## src/rtl/ea_pkg.sv

```systemverilog
package ea_pkg;

  typedef enum logic [1:0] {
    EA_NONE  = 2'd0,
    EA_SHORT = 2'd1,
    EA_LONG  = 2'd2,
    EA_PTR   = 2'd3
  } ea_mode_e;

  typedef enum logic {
    SQ_IDLE = 1'b0,
    SQ_EXT  = 1'b1
  } seq_state_e;

  localparam logic [1:0] PSEL_RSVD = 2'd3;

endpackage

```

## src/rtl/ea_rst_sync.sv

```systemverilog
module ea_rst_sync (
  input  logic clk,
  input  logic arst_n,
  output logic srst_n
);

  logic meta_q;
  logic sync_q;

  always_ff @(posedge clk or negedge arst_n) begin
    if (!arst_n) begin
      meta_q <= 1'b0;
      sync_q <= 1'b0;
    end else begin
      meta_q <= 1'b1;
      sync_q <= meta_q;
    end
  end

  assign srst_n = sync_q;

endmodule

```

## src/rtl/ea_ptr_bank.sv

```systemverilog
module ea_ptr_bank #(
  parameter int DATA_W    = 8,
  parameter int REG_COUNT = 32,
  parameter int PTR_BASE  = 26,
  parameter int NUM_PTRS  = 3
) (
  input  logic                               clk,
  input  logic                               rst_n,
  input  logic                               we,
  input  logic [$clog2(REG_COUNT)-1:0]       waddr,
  input  logic [DATA_W-1:0]                  wdata,
  output logic [NUM_PTRS*2*DATA_W-1:0]       ptr_flat
);

  localparam int RIDX_W = $clog2(REG_COUNT);
  localparam int NCELL  = NUM_PTRS * 2;
  localparam int PAIR_W = 2 * DATA_W;

  logic [DATA_W-1:0] cell_q [NCELL];
  logic [DATA_W-1:0] cell_d [NCELL];
  logic [NCELL-1:0]  hit;

  for (genvar k = 0; k < NCELL; k++) begin : g_cell
    assign hit[k] = we && (waddr == RIDX_W'(PTR_BASE + k));

    always_comb begin
      cell_d[k] = cell_q[k];
      if (hit[k]) begin
        cell_d[k] = wdata;
      end
    end

    always_ff @(posedge clk or negedge rst_n) begin
      if (!rst_n) begin
        cell_q[k] <= '0;
      end else if (hit[k]) begin
        cell_q[k] <= cell_d[k];
      end
    end

    AST_BANK_WRITE: assert property (@(posedge clk) disable iff (!rst_n)
      (we && waddr == RIDX_W'(PTR_BASE + k)) |=> (cell_q[k] == $past(wdata)));
    AST_BANK_KEEP: assert property (@(posedge clk) disable iff (!rst_n)
      !(we && waddr == RIDX_W'(PTR_BASE + k)) |=> $stable(cell_q[k]));
  end

  for (genvar p = 0; p < NUM_PTRS; p++) begin : g_pair
    assign ptr_flat[p*PAIR_W +: PAIR_W] = {cell_q[2*p+1], cell_q[2*p]};
  end

endmodule

```

## src/rtl/ea_seq.sv

```systemverilog
module ea_seq
  import ea_pkg::*;
(
  input  logic       clk,
  input  logic       rst_n,
  input  logic       op_valid,
  input  ea_mode_e   op_mode,
  input  logic [1:0] ptr_sel,
  output logic       take_short,
  output logic       take_ptr,
  output logic       take_ext,
  output logic       start_long,
  output logic       flag_illegal,
  output logic       waiting
);

  seq_state_e state_q;
  seq_state_e state_d;
  logic       accept;
  logic       ptr_go;

  always_comb begin
    waiting      = (state_q == SQ_EXT);
    take_ext     = waiting;
    accept       = op_valid && (state_q == SQ_IDLE);
    take_short   = accept && (op_mode == EA_SHORT);
    start_long   = accept && (op_mode == EA_LONG);
    ptr_go       = accept && (op_mode == EA_PTR);
    take_ptr     = ptr_go && (ptr_sel != PSEL_RSVD);
    flag_illegal = ptr_go && (ptr_sel == PSEL_RSVD);

    state_d = state_q;
    if (take_ext) begin
      state_d = SQ_IDLE;
    end else if (start_long) begin
      state_d = SQ_EXT;
    end
  end

  always_ff @(posedge clk or negedge rst_n) begin
    if (!rst_n) begin
      state_q <= SQ_IDLE;
    end else begin
      state_q <= state_d;
    end
  end

  AST_EXT_ONE_CYCLE: assert property (@(posedge clk) disable iff (!rst_n)
    (state_q == SQ_EXT) |=> (state_q == SQ_IDLE));
  AST_LONG_ENTERS_WAIT: assert property (@(posedge clk) disable iff (!rst_n)
    (op_valid && op_mode == EA_LONG && state_q == SQ_IDLE) |=> (state_q == SQ_EXT));

endmodule

```

## src/rtl/lsu_ea_gen.sv

```systemverilog
module lsu_ea_gen
  import ea_pkg::*;
#(
  parameter int ADDR_W    = 16,
  parameter int DATA_W    = 8,
  parameter int REG_COUNT = 32,
  parameter int SHORT_W   = 7,
  parameter int PTR_BASE  = 26,
  parameter int NUM_PTRS  = 3
) (
  input  logic                         clk,
  input  logic                         rst_n,
  input  logic                         op_valid,
  input  logic [1:0]                   op_mode,
  input  logic [ADDR_W-1:0]            instr_word,
  input  logic [1:0]                   ptr_sel,
  input  logic                         rf_we,
  input  logic [$clog2(REG_COUNT)-1:0] rf_waddr,
  input  logic [DATA_W-1:0]            rf_wdata,
  output logic [ADDR_W-1:0]            ea_addr,
  output logic                         ea_valid,
  output logic                         ea_illegal
);

  localparam int PAIR_W = 2 * DATA_W;

  logic                       srst_n;
  logic [NUM_PTRS*PAIR_W-1:0] ptr_flat;
  logic                       take_short;
  logic                       take_ptr;
  logic                       take_ext;
  logic                       start_long;
  logic                       flag_illegal;
  logic                       waiting;
  logic [PAIR_W-1:0]          ptr_word;
  logic [ADDR_W-1:0]          addr_d;
  logic [ADDR_W-1:0]          addr_q;
  logic                       addr_en;
  logic                       valid_d;
  logic                       valid_q;
  logic                       ill_d;
  logic                       ill_q;
  ea_mode_e                   mode;

  assign mode = ea_mode_e'(op_mode);

  ea_rst_sync u_rst (
    .clk    (clk),
    .arst_n (rst_n),
    .srst_n (srst_n)
  );

  ea_ptr_bank #(
    .DATA_W    (DATA_W),
    .REG_COUNT (REG_COUNT),
    .PTR_BASE  (PTR_BASE),
    .NUM_PTRS  (NUM_PTRS)
  ) u_bank (
    .clk      (clk),
    .rst_n    (srst_n),
    .we       (rf_we),
    .waddr    (rf_waddr),
    .wdata    (rf_wdata),
    .ptr_flat (ptr_flat)
  );

  ea_seq u_seq (
    .clk          (clk),
    .rst_n        (srst_n),
    .op_valid     (op_valid),
    .op_mode      (mode),
    .ptr_sel      (ptr_sel),
    .take_short   (take_short),
    .take_ptr     (take_ptr),
    .take_ext     (take_ext),
    .start_long   (start_long),
    .flag_illegal (flag_illegal),
    .waiting      (waiting)
  );

  always_comb begin
    ptr_word = '0;
    for (int p = 0; p < NUM_PTRS; p++) begin
      if (ptr_sel == 2'(p)) begin
        ptr_word = ptr_flat[p*PAIR_W +: PAIR_W];
      end
    end
  end

  always_comb begin
    addr_en = take_short || take_ptr || take_ext;
    valid_d = addr_en;
    ill_d   = flag_illegal;
    if (take_ext) begin
      addr_d = instr_word;
    end else if (take_short) begin
      addr_d = ADDR_W'(instr_word[SHORT_W-1:0]);
    end else begin
      addr_d = ADDR_W'(ptr_word);
    end
  end

  always_ff @(posedge clk or negedge srst_n) begin
    if (!srst_n) begin
      valid_q <= 1'b0;
      ill_q   <= 1'b0;
      addr_q  <= '0;
    end else begin
      valid_q <= valid_d;
      ill_q   <= ill_d;
      if (addr_en) begin
        addr_q <= addr_d;
      end
    end
  end

  assign ea_addr    = addr_q;
  assign ea_valid   = valid_q;
  assign ea_illegal = ill_q;

  AST_SHORT_ZEXT: assert property (@(posedge clk) disable iff (!srst_n)
    (op_valid && mode == EA_SHORT && !waiting) |=>
      (ea_valid && ea_addr[ADDR_W-1:SHORT_W] == '0
       && ea_addr[SHORT_W-1:0] == $past(instr_word[SHORT_W-1:0])));
  AST_LONG_GAP: assert property (@(posedge clk) disable iff (!srst_n)
    (op_valid && mode == EA_LONG && !waiting) |=> !ea_valid);
  AST_LONG_CAPTURE: assert property (@(posedge clk) disable iff (!srst_n)
    waiting |=> (ea_valid && ea_addr == $past(instr_word)));
  AST_RSVD_SEL: assert property (@(posedge clk) disable iff (!srst_n)
    (op_valid && mode == EA_PTR && ptr_sel == PSEL_RSVD && !waiting) |=>
      (ea_illegal && !ea_valid));
  AST_FLAGS_EXCL: assert property (@(posedge clk) disable iff (!srst_n)
    !(ea_valid && ea_illegal));
  AST_IDLE_QUIET: assert property (@(posedge clk) disable iff (!srst_n)
    ((!op_valid || mode == EA_NONE) && !waiting) |=> (!ea_valid && !ea_illegal));
  AST_ADDR_HOLD: assert property (@(posedge clk) disable iff (!srst_n)
    !ea_valid |-> (ea_addr == $past(ea_addr)));

endmodule

```

## config.mk

```make
export PLATFORM = sky130hd
export DESIGN_NAME = lsu_ea_gen
export DESIGN_NICKNAME = d
export VERILOG_FILES = /design/src/rtl/ea_pkg.sv /design/src/rtl/ea_rst_sync.sv /design/src/rtl/ea_ptr_bank.sv /design/src/rtl/ea_seq.sv /design/src/rtl/lsu_ea_gen.sv
export SDC_FILE = /design/constraint.sdc
export NUM_CORES = 1
export LEC_CHECK = 0
export BUFFER_PORTS_ARGS = -buffer_cell sky130_fd_sc_hd__buf_2
export CAP_MARGIN = 20
export CORE_AREA = 2 2 96 89
export DETAILED_ROUTE_END_ITERATION = 10
export DIE_AREA = 0 0 98 91
export GPL_TIMING_DRIVEN = 0
export PLACE_DENSITY = 0.69
export SETUP_SLACK_MARGIN = 0.05
export SLEW_MARGIN = 40
export SYNTH_ARGS = -nofsm -noshare
export SYNTH_HDL_FRONTEND = slang
export SYNTH_SLANG_ARGS = --single-unit
```

## constraint.sdc

```tcl
create_clock -name clk -period 5.12 [get_ports clk]
set_input_delay 0.768 -clock clk [delete_from_list [all_inputs] [get_ports clk]]
set_output_delay 0.768 -clock clk [all_outputs]
set_load 0.005 [all_outputs]
```

==> out/results.txt <==
Post-Synth XOR/XNOR Area = 0
Fraction of the yosys area taken by sequential cells = 0.5448
Worst Setup SP = rf_waddr[0]
CP top delay family = simple AND/OR/NAND/NOR gates
Slowest stage delay, CP = 0.45 ns
Fin Clk Skew = 0.007575 ns
Yosys cell types = 26
Nets = 315
Slew Viols, Final = 0
Core area = 0.007874 mm^2
CP Launch Type = input port
Flop pwr share = 0.475
Mux share of post-synthesis cell area = 0.2211
Critical Path Slowest Stage Cell = nor3_4
Final WL = 6530 um
Die height = 91 um
Yosys warning count = 0
Comb pwr share = 0.152
Synth Area in Compound Gates = 0.1208
Via/cell ratio = 5.215
Vias in the first global route = 1,990
CTS-repair resized insts = 0
DRC Markers = 0
Initial antenna violation count = 0
Power Density = 379.6 mW/mm^2
Most frequent cells in the layout = dfrtp_1 (68), buf_2 (52), mux2_2 (48)
Levels on crit path = 4
Total die area = 0.008918 mm^2
Fin cells = 382
Critical Path, Cell by Cell = buf_2 > or2b_4 > nor3_4 > mux2_2
Crit-path max FO = 8
TNS Setup = 0 ns
Worst Reg-to-Reg Cells = 5
Main combinational cell family by area after synthesis = multiplexers
Clock Sinks = 69
I/O Buffers = 52
Worst slew pin tran = 0.5438 ns
Sw Ratio = 0.2305
Multi-input logic area = 0.001356 mm^2
Sequential standard cell area = 0.001730 mm^2
R2r endpoint = ea_addr[14]
Clock root buffer = clkbuf_8
Hpwl dp = 4633 um
Syn nets = 251
Drt wl/cell = 17.09 um
Setup bufs post-CTS = 0
Post-DRT Antenna Nets = 0
Buf/Inv on CP = 1
CTS buffer count = 9
Layout cells sized above 1 = 0.5088
Initial Util = 0.4025
Row count = 31
Final setup violation count = 0
First-pass GRT wire length = 10,560 um
Max cap viols = 0
CP Class = in -> reg
Area grow syn2layout = 20.77%
Hold-fix buffers, CTS = 0
Io pins = 55
Clock slew at reported path FFs = 0.07 ns
RD Place Congestion = 0.7232
Largest net degree at the start of global routing = 42
Clock power share = 0.373
GRT Total Usage = 0.1520
CP arrival = 2.00 ns
H-tree lvl count = 3
Placed insts = 366
Mapped Area = 0.003169 mm^2
Peak supply drop = 133.5 uV
Gr ovfl total = 0
Hold WC Path Type = in -> async
P_leak = 1.792 nW
F_max = 559.9 MHz
Layout filler cell count = 702
Commonest non-fill, non-tap cell in the layout = dfrtp_1
Endpoint type of the worst setup path = flip-flop
ANT cells = 0
Area fraction in and, or, nand and nor cells after synthesis = 0.08488
RSZ-0062 raised after global routing = no
Power, Total = 1.453 mW
Avg Cell Area, Syn = 14.81 um^2
Vias = 1,992
Sw Pwr = 334.9 uW
Status = completed
Crit path required time = 5.33 ns
Detailed Route Iter0 Violations = 58
Minimum clock period = 1.786 ns
Headroom to the max-slew limit = 0.6363
Internal = 1.118 mW
Worst-Skew Late Latency = 0.33 ns
Post-Synthesis Cells = 214
Adder-cell share of the synthesized area = 0
CTS tree = done
Post-synthesis register bit count = 69
CTS max path bufs = 2
Reg2Reg Setup Slack = 3.69 ns
Final hold violations = 0
Drt pass-1 iters = 4
Part of the cycle the worst path needs = 0.3488
Worst r2r src = u_seq.take_ext
Crit path to = u_bank.ptr_flat[0]
Die width = 98 um
-- sequential cells by signal, summed over array words and instances (netlist names) --
register	flops
ea_addr	16
ea_illegal	1
ea_valid	1
u_bank.ptr_flat	48
u_rst.meta_q	1
u_rst.srst_n	1
u_seq.take_ext	1
-- layer usage --
layer	track usage	wire (um)	vias to the layer above
met2	0.2175	2887	56
met3	0.05466	355	4
met4	0.03125	45	0
li1	-	-	937
met5	0	0	-
met1	0.2224	3242	995
-- worst reg2reg max path, stage by stage, from the launching register on --
cell and delay, ns:
dfrtp_1 0.33, buf_4 0.16, and4b_1 0.22, and2_1 0.16, buf_6 0.13, a221o_1 0.31
-- cell usage after synthesis --
| cell type | n | area [um^2] |
|---|---|---|
| a221o_1 | 9 | 90.09 |
| a31oi_4 | 1 | 21.27 |
| and2_1 | 10 | 62.56 |
| and3b_1 | 1 | 8.760 |
| and4b_1 | 1 | 10.01 |
| buf_1 | 1 | 3.750 |
| buf_4 | 2 | 15.01 |
| buf_6 | 5 | 56.30 |
| clkbuf_1 | 2 | 7.510 |
| conb_1 | 1 | 3.750 |
| dfrtp_1 | 69 | 1727 |
| inv_2 | 1 | 3.750 |
| mux2_2 | 48 | 540.5 |
| mux2i_1 | 16 | 160.2 |
| nand2_1 | 3 | 11.26 |
| nand3_2 | 2 | 20.02 |
| nand4_4 | 1 | 21.27 |
| nand4b_4 | 1 | 23.77 |
| nor2_4 | 4 | 45.04 |
| nor2b_1 | 2 | 12.51 |
| nor3_4 | 2 | 32.53 |
| nor4bb_1 | 1 | 10.01 |
| o21bai_1 | 7 | 52.55 |
| o221a_2 | 7 | 78.83 |
| o2bb2ai_1 | 16 | 140.1 |
| or2b_4 | 1 | 11.26 |
-- layout make-up --
cell class                      count  area share
Sequential cell                    69      0.4521
Multi-Input combinational cell    134      0.3544
Timing Repair Buffer               53     0.07323
Clock buffer                       12     0.04054
Tap cell                           99     0.03236
Clock inverter                      4     0.02484
Buffer                             10     0.02158
Inverter                            1   0.0009807
-- power by group through the flow --
stage          clock network (mW)  registers [mW]  logic, mW
2_1_floorplan                   0           0.694      0.145
3_3_place_gp                    0           0.701      0.210
3_5_place_dp                    0           0.702      0.223
4_1_cts                     0.557           0.691      0.224
5_1_grt                     0.584           0.702      0.242
6_report                    0.542           0.690      0.221
-- how the worst min path moves through the flow --
stage                               end  slack, ns  cells after the start
floorplan                  u_rst.srst_n       0.33                      0
global placement           u_rst.srst_n       0.33                      0
detailed placement  u_bank.ptr_flat[20]       0.25                      0
CTS                        u_rst.srst_n       0.18                      1
global route               u_rst.srst_n       0.18                      1
finish                     u_rst.srst_n       0.20                      1
-- per-stage QoR --
stage	setup WS (ns)	hold WS, ns	utilization	area [um^2]
6_report	3.334	0.2043	0.4861	3827
4_1_cts	3.322	0.1837	0.4861	3827
5_1_grt	3.290	0.1755	0.4861	3827
3_3_place_gp	2.330	0.3350	0.4513	3553
3_5_place_dp	2.960	0.2546	0.4543	3577
2_1_floorplan	3.056	0.3312	-	3169
-- logic make-up after synthesis --
logic type             count (synthesis)
muxes                                 64
and+or+nand+nor                       29
other                                  1
AOI/OAI and AO/OA                     40
buffers and inverters                 11
DFF                                   69
No activity file was read; power rests on OpenSTA's default activity.
